`src/rtl/sysdec_pkg.sv`:
```
package sysdec_pkg;
  localparam int SEL_W   = 7;
  localparam int S_RAM   = 0;
  localparam int S_ROM   = 1;
  localparam int S_SER0  = 2;
  localparam int S_SER1  = 3;
  localparam int S_FLOP  = 4;
  localparam int S_ADPT  = 5;
  localparam int S_PHASE = 6;
  localparam int LADDR_W = 23;
  localparam int IDX_W   = 4;

  typedef struct packed {
    logic [SEL_W-1:0]   sel;
    logic [LADDR_W-1:0] laddr;
    logic [IDX_W-1:0]   idx;
    logic               rvld;
    logic               err;
  } dec_t;
endpackage

```
`src/rtl/sysdec_ovl_reg.sv`:
```
module sysdec_ovl_reg #(
  parameter int PORT_W  = 8,
  parameter int OVL_BIT = 4
) (
  input  logic              clk,
  input  logic              rst_n,
  input  logic [PORT_W-1:0] port_val,
  output logic              boot_map
);
  always_ff @(posedge clk or negedge rst_n) begin
    if (!rst_n) boot_map <= 1'b1;
    else        boot_map <= port_val[OVL_BIT];
  end


  ovl_follow_chk: assert property (@(posedge clk) disable iff (!rst_n)
    1'b1 |=> boot_map == $past(port_val[OVL_BIT]));
endmodule

```
`src/rtl/sysdec_mem_map.sv`:
```
module sysdec_mem_map #(
  parameter int LADDR_W       = 23,
  parameter int RAM_NORM_BITS = 22,
  parameter int RAM_BOOT_BITS = 21,
  parameter int ROM_BITS      = 20
) (
  input  logic [LADDR_W-1:0] addr,
  input  logic               boot_map,
  output logic               is_ram,
  output logic               is_rom,
  output logic [LADDR_W-1:0] laddr
);
  localparam logic [LADDR_W-1:0] M_RAM_N = LADDR_W'((64'd1 << RAM_NORM_BITS) - 1);
  localparam logic [LADDR_W-1:0] M_RAM_B = LADDR_W'((64'd1 << RAM_BOOT_BITS) - 1);
  localparam logic [LADDR_W-1:0] M_ROM   = LADDR_W'((64'd1 << ROM_BITS) - 1);

  logic top_quarter;
  assign top_quarter = addr[LADDR_W-1] & addr[LADDR_W-2];

  always_comb begin
    if (boot_map) begin
      is_ram = top_quarter;
      is_rom = ~top_quarter;
      laddr  = addr & (top_quarter ? M_RAM_B : M_ROM);
    end else begin
      is_ram = ~addr[LADDR_W-1];
      is_rom = addr[LADDR_W-1];
      laddr  = addr & (addr[LADDR_W-1] ? M_ROM : M_RAM_N);
    end
  end
endmodule

```
`src/rtl/sysdec_io_map.sv`:
```
module sysdec_io_map #(
  parameter int ADDR_W = 24
) (
  input  logic [ADDR_W-1:0] addr,
  output logic [4:0]        hit,
  output logic              quiet
);
  logic [3:0] nib;
  assign nib = addr[ADDR_W-1 -: 4];

  always_comb begin
    hit[0] = (nib == 4'h9);
    hit[1] = (nib == 4'hB);
    hit[2] = (nib == 4'hD);
    hit[3] = (nib == 4'hE) &  addr[ADDR_W-5];
    hit[4] = (nib == 4'hF) & ~addr[ADDR_W-5];
    quiet  = (nib == 4'hF) &  addr[ADDR_W-5] & (addr[ADDR_W-6:4] == '0);
  end
endmodule

```
`src/rtl/sysdec_top.sv`:
```
module sysdec_top
  import sysdec_pkg::*;
#(
  parameter int ADDR_W        = 24,
  parameter int PORT_W        = 8,
  parameter int OVL_BIT       = 4,
  parameter int IDX_LSB       = 9,
  parameter int RAM_NORM_BITS = 22,
  parameter int RAM_BOOT_BITS = 21,
  parameter int ROM_BITS      = 20
) (
  input  logic                 clk,
  input  logic                 rst_n,
  input  logic [ADDR_W-1:0]    bus_addr,
  input  logic                 bus_rd,
  input  logic                 bus_wr,
  input  logic [PORT_W-1:0]    gpio_pa,
  output logic [SEL_W-1:0]     sel,
  output logic [LADDR_W-1:0]   mem_addr,
  output logic [IDX_W-1:0]     reg_idx,
  output logic                 phase_rvld,
  output logic [7:0]           phase_rdata,
  output logic                 bus_err
);
  logic               boot_map, is_ram, is_rom, quiet;
  logic [LADDR_W-1:0] m_laddr;
  logic [4:0]         io_hit;
  dec_t               dec_d, dec_q;

  sysdec_ovl_reg #(.PORT_W(PORT_W), .OVL_BIT(OVL_BIT)) ovl_i (
    .clk(clk), .rst_n(rst_n), .port_val(gpio_pa), .boot_map(boot_map));

  sysdec_mem_map #(.LADDR_W(LADDR_W), .RAM_NORM_BITS(RAM_NORM_BITS),
                   .RAM_BOOT_BITS(RAM_BOOT_BITS), .ROM_BITS(ROM_BITS)) mem_i (
    .addr(bus_addr[LADDR_W-1:0]), .boot_map(boot_map),
    .is_ram(is_ram), .is_rom(is_rom), .laddr(m_laddr));

  sysdec_io_map #(.ADDR_W(ADDR_W)) io_i (
    .addr(bus_addr), .hit(io_hit), .quiet(quiet));

  always_comb begin
    dec_d = '0;
    if (bus_rd | bus_wr) begin
      if (!bus_addr[ADDR_W-1]) begin
        dec_d.sel[S_RAM] = is_ram;
        dec_d.sel[S_ROM] = is_rom;
        dec_d.laddr      = m_laddr;
      end else if (|io_hit) begin
        dec_d.sel[S_PHASE:S_SER0] = io_hit;
        dec_d.idx  = bus_addr[IDX_LSB +: IDX_W];
        dec_d.rvld = io_hit[4] & bus_rd;
      end else if (!(quiet & bus_rd)) begin
        dec_d.err = 1'b1;
      end
    end
  end

  always_ff @(posedge clk or negedge rst_n) begin
    if (!rst_n) dec_q <= '0;
    else        dec_q <= dec_d;
  end

  assign sel         = dec_q.sel;
  assign mem_addr    = dec_q.laddr;
  assign reg_idx     = dec_q.idx;
  assign phase_rvld  = dec_q.rvld;
  assign phase_rdata = 8'h00;
  assign bus_err     = dec_q.err;


  sel_onehot_chk: assert property (@(posedge clk) disable iff (!rst_n)
    $onehot0(sel));

  err_nosel_chk: assert property (@(posedge clk) disable iff (!rst_n)
    bus_err |-> sel == '0);

  idle_zero_chk: assert property (@(posedge clk) disable iff (!rst_n)
    !(bus_rd | bus_wr) |=> (sel == '0 && !bus_err && !phase_rvld));

  strobe_excl_chk: assert property (@(posedge clk) disable iff (!rst_n)
    !(bus_rd && bus_wr));

  rom_mirror_chk: assert property (@(posedge clk) disable iff (!rst_n)
    sel[S_ROM] |-> mem_addr[LADDR_W-1:ROM_BITS] == '0);

  idx_src_chk: assert property (@(posedge clk) disable iff (!rst_n)
    (bus_rd | bus_wr) && bus_addr[ADDR_W-1] |=>
      (sel == '0 || reg_idx == $past(bus_addr[IDX_LSB +: IDX_W])));

  rvld_phase_chk: assert property (@(posedge clk) disable iff (!rst_n)
    phase_rvld |-> sel[S_PHASE] && $past(bus_rd));
endmodule

```
`config.mk`:
```
export PLATFORM = sky130hd
export DESIGN_NAME = sysdec_top
export DESIGN_NICKNAME = d
export VERILOG_FILES = /design/src/rtl/sysdec_pkg.sv /design/src/rtl/sysdec_ovl_reg.sv /design/src/rtl/sysdec_mem_map.sv /design/src/rtl/sysdec_io_map.sv /design/src/rtl/sysdec_top.sv
export SDC_FILE = /design/constraint.sdc
export NUM_CORES = 1
export LEC_CHECK = 0
export CORE_ASPECT_RATIO = 1.1
export CORE_MARGIN = 2
export CORE_UTILIZATION = 36
export CTS_CLUSTER_DIAMETER = 100
export CTS_CLUSTER_SIZE = 25
export DETAILED_ROUTE_END_ITERATION = 8
export PLACE_DENSITY_LB_ADDON = 0.25
export SYNTH_ARGS = -nofsm -noshare
export SYNTH_HDL_FRONTEND = slang
export SYNTH_SLANG_ARGS = --single-unit
```
`constraint.sdc`:
```
create_clock -name clk -period 1.3 [get_ports clk]
set_clock_uncertainty 0.05 [all_clocks]
set_input_delay 0.13 -clock clk [delete_from_list [all_inputs] [get_ports clk]]
set_output_delay 0.13 -clock clk [all_outputs]
set_load 0.005 [all_outputs]
```
; Yosys cells after proc, flatten, opt, wreduce, memory -nomap -nowiden
; Cells that the tools add are included.
[classes]
n_eq_ne = 5
mux = 13
bitwise_logic = 13
n_reduce_logical = 2
[ops]
columns = operator, n
row1 = bitwise AND 23 bit, 2
row2 = 2-to-1 mux 36 bit, 1
row3 = 2-to-1 mux 25 bit, 1
row4 = 2-to-1 mux 23 bit, 1
row5 = 2-to-1 mux 22 bit, 1
row6 = 2-to-1 mux 21 bit, 1
row7 = "equality test 4 bit, second input constant", 5
row8 = logical NOT 15 bit, 1
row9 = 2-to-1 mux 5 bit, 3
row10 = bitwise AND 1 bit, 7
row11 = 2-to-1 mux 6 bit, 1
row12 = OR reduction 5 bit, 1
row13 = 2-to-1 mux 1 bit, 4
row14 = inverter 1 bit, 3
row15 = bitwise OR 1 bit, 1
[word_totals]
register_bits = 37
input_bits = 36
out_inout_bits = 44
elab_cells = 39

; Logic depth before layout (Yosys ltp)
[logic_depth]
ltp_word = 8
depth_mapped = 4
depth_no_buf = 3

; Modules after synthesis
; A second synthesis with hierarchy kept.
[unflattened]
hier_cells = 132
hier_area_um2 = 1582.8
[modules_own_cells]
columns = module, instances, cells_per_inst, area_each_um2, seq_area_each_um2
row1 = sysdec_top, 1, 88, 1257.5, 900.9
row2 = sysdec_mem_map, 1, 28, 206.4, 0.0
row3 = sysdec_io_map, 1, 15, 92.6, 0.0
row4 = sysdec_ovl_reg, 1, 1, 26.3, 26.3

; Least setup slack after synthesis
; Ideal clock, no wire load.
[synth_path]
kind = input port to flip-flop
from = input port bus_addr[22]
to = register dec_q, in the netlist bus_err
setup_time_ps = 120
arrival_time_ps = 853
t_required_ps = 1130
path_slack_ps = 277
cell_stages = 3
path_cell_list = nand4_1 > or4_1 > o211a_1
[synth_lines]
columns = item, line
row1 = from (decl), sysdec_top.sv:14  ; input logic [ADDR_W-1:0] bus_addr,
row2 = to (signal assigned), sysdec_top.sv:59  ; if (!rst_n) dec_q <= '0;
row3 = to (signal assigned), sysdec_top.sv:60  ; else dec_q <= dec_d;
row4 = to (decl), sysdec_top.sv:28  ; dec_t dec_d, dec_q;

==> flow_metrics.tcl <==
set metrics [dict create \
    ys_types 22 \
    critPathLaunchType "primary input" \
    fmax_ghz 0.806 \
    syn-cell-area_um2 1310 \
    die_h_um 67.1 \
    yosys.area_share.xor_xnor_pct 0.671 \
    die_w_um 61.4 \
    required_ns 1.48 \
    synthToLayoutAreaGrowth_pct 61.2 \
    syn_inst 100 \
    wl_um 3060 \
    grtUsageMet3_pct 2.87 \
    place.gp.congestion 0.769 \
    vdd_drop_max_uv 582 \
    firstDrtPassIters 4 \
    clkSinkCount 36 \
    drv_cap 0 \
    synth_top_family_by_area "simple AND/OR/NAND/NOR gates" \
    ys_ff_latch 36 \
    grt_max_degree 37 \
    cellPowerDensity_nw_per_um2 1060 \
    reg2reg_depth 3 \
    ys_seq_area_share_pct 69.1 \
    yosys.area.top_type "dfrtp_1" \
    via_per_inst 4.30 \
    drc_errors 0 \
    crit_fanout 4 \
    tritoncts "done" \
    setup_viol 0 \
    core_area_um2 3410 \
    synth-adder-area-share_pct 0 \
    cp-end-kind "flip-flop" \
    postSynthAreaPerCell_um2 13.1 \
    period_share_pct 95.4 \
    met1_usage_pct 18.4 \
    first_global_vias 1008 \
    period_needed_ns 1.24 \
    report.power.total_w 0.00223 \
    preCtsSetupSlack_ns -0.332 \
    cts_made_buffers 5 \
    dp_hpwl_um 2340 \
    start_util_pct 38.2 \
    synth_compound_area_share_pct 2.11 \
    path_clk_slew_ns 0.10 \
    yosys-top-cells-area "dfrtp_1 67%, and2_1 10%, buf_4 5.2%" \
    fill_cells 313 \
    cts_root_buf "clkbuf_4" \
    setup_slack_ns 0.0594 \
    synth_top_area_share_pct 67.1 \
    hold_class "primary input to flip-flop" \
    via_count 993 \
    ios 80 \
    leakage_nw 1.14 \
    synthMuxAreaShare_pct 0 \
    row_count 22 \
    die-area_um2 4120 \
    drive_above_1_share_pct 12.6 \
    yosys.area_share.simple_pct 21.8 \
    critical_path_class "primary input to flip-flop" \
    placedCellCount 222 \
    grtUsageMet2_pct 26.2 \
    drtIter0Drc 6 \
    stdcell_count 231 \
    htree_levels 2 \
    nets 218 \
    wl_per_cell_um 13.3 \
    grt_pass1_wl_um 4570 \
    antenna_cells 0 \
    grtUsageTotal_pct 15.7 \
    ant_nets 0 \
    io_buffer_count 63 \
    final_util_pct 61.6 \
    yosysWarnings 0 \
    slew_violations 0 \
    hold_depth 3 \
    status "finished, final reports clean" \
    grt_busiest_layer "met2" \
    rsz0062_at_grt "no" \
    hold_violations 0 \
    crit_arrival_ns 1.42 \
    antenna_found_initial 0 \
    clk_latency_ns 0.33 \
    overflow 0 \
    clock_path_buffers 2 \
]
## what timing repair did
action	in CTS	in global routing
hold buffers	1	0
gates resized for setup	35	4
gates cloned	0	0
endpoints found under the hold margin	35	0
pin swaps	0	3
endpoints found under the setup margin	35	1
buffers inserted	0	0
## through the flow
| stage | setup TNS [ns] | area (um2) | hold slack, ns |
|---|---|---|---|
| 2_1_floorplan | 0 | 1340 | -0.216 |
| 3_3_place_gp | -4.25 | 2050 | 0.132 |
| 3_5_place_dp | -3.57 | 2050 | 0.140 |
| 4_1_cts | 0 | 2090 | 0.143 |
| 5_1_grt | 0 | 2100 | 0.0520 |
| 6_report | 0 | 2100 | 0.0613 |
## flip-flops by register name, indices dropped and copies added (netlist names)
register and count:
sel 7, ovl_i.boot_map 1, phase_rvld 1, bus_err 1, reg_idx 4, mem_addr 22
## Yosys cell counts
cell type and number:
dfrtp_1 35, and2_1 21, buf_4 9, nor3b_1 6, nor2_1 4, nor3_1 4
clkbuf_1 2, nand3_1 2, nand4_1 2, nor4_1 2, nor4b_1 2, and3_1 1
conb_1 1, dfstp_2 1, inv_1 1, nand2b_1 1, o211a_1 1, o211ai_1 1
o21ai_0 1, o21ai_1 1, or4_1 1, xor2_1 1
## kinds of logic after synthesis
family	count (synthesis)
DFF	36
buffers and inverters	12
other	1
xor gates and xnor gates	1
and+or+nand+nor	46
AOI/OAI and AO/OA	4
## placed cells by master, fill, tap and decap left out
cell	instances
and2_1	21
and3_1	1
buf_2	1
buf_4	14
bufinv_16	1
clkbuf_1	1
clkbuf_4	5
clkdlybuf4s50_1	23
clkinv_2	1
conb_1	9
dfrtp_1	35
dfstp_2	1
dlygate4sd2_1	35
dlygate4sd3_1	1
dlymetal6s2s_1	4
inv_1	1
nand2b_1	1
nand3_1	2
nand4_1	2
nor2_1	4
nor3_1	4
nor3b_1	6
nor4_1	2
nor4b_1	2
o211a_1	1
o211ai_1	1
o21ai_0	1
o21ai_1	1
or4_1	1
xor2_1	1
## per-layer routing
| layer | up-vias | part of all wire (%) |
|---|---|---|
| li1 | 479 | - |
| met1 | 461 | 39 |
| met2 | 45 | 51 |
| met3 | 8 | 7.0 |
| met4 | 0 | 2.5 |
| met5 | - | 0 |
## worst max-delay path, cell delays in order
cell and delay [ns]:
clkdlybuf4s50_1 0.56, nor4b_1 0.31, nand4_1 0.17, o211a_1 0.24
## area by class of cell
type | count | area (um2) | share of cell area, %
flip-flops and latches | 36 | 902 | 42.9
repair buffers | 78 | 707 | 33.6
multi-input cells | 60 | 354 | 16.8
clock inverters | 2 | 35.0 | 1.67
clock buffers | 6 | 41.3 | 1.96
well taps | 48 | 60.1 | 2.86
inverters | 1 | 3.75 | 0.178
## where the power goes
part / internal [W] / switching, W
registers: 0.00117 / 0.0000120
logic: 0.000177 / 0.000124
clock network: 0.000403 / 0.000349
total: 0.00175 / 0.000485
## final timing paths
| check | start | to | slack (ns) |
|---|---|---|---|
| worst max-delay path | bus_addr[19] | bus_err$_DFF_PN0_ | 0.06 |
| worst min-delay path | bus_addr[20] | sel[5]$_DFF_PN0_ | 0.06 |
| worst max register to register | ovl_i.boot_map$_DFF_PN1_ | mem_addr[20]$_DFF_PN0_ | 0.26 |
| worst min register to register | ovl_i.boot_map$_DFF_PN1_ | mem_addr[21]$_DFF_PN0_ | 0.57 |
| max in group asynchronous | rst_n | ovl_i.boot_map$_DFF_PN1_ | 0.56 |
| min in group asynchronous | rst_n | mem_addr[0]$_DFF_PN0_ | 0.29 |
No activity file was read; power rests on OpenSTA's default activity.
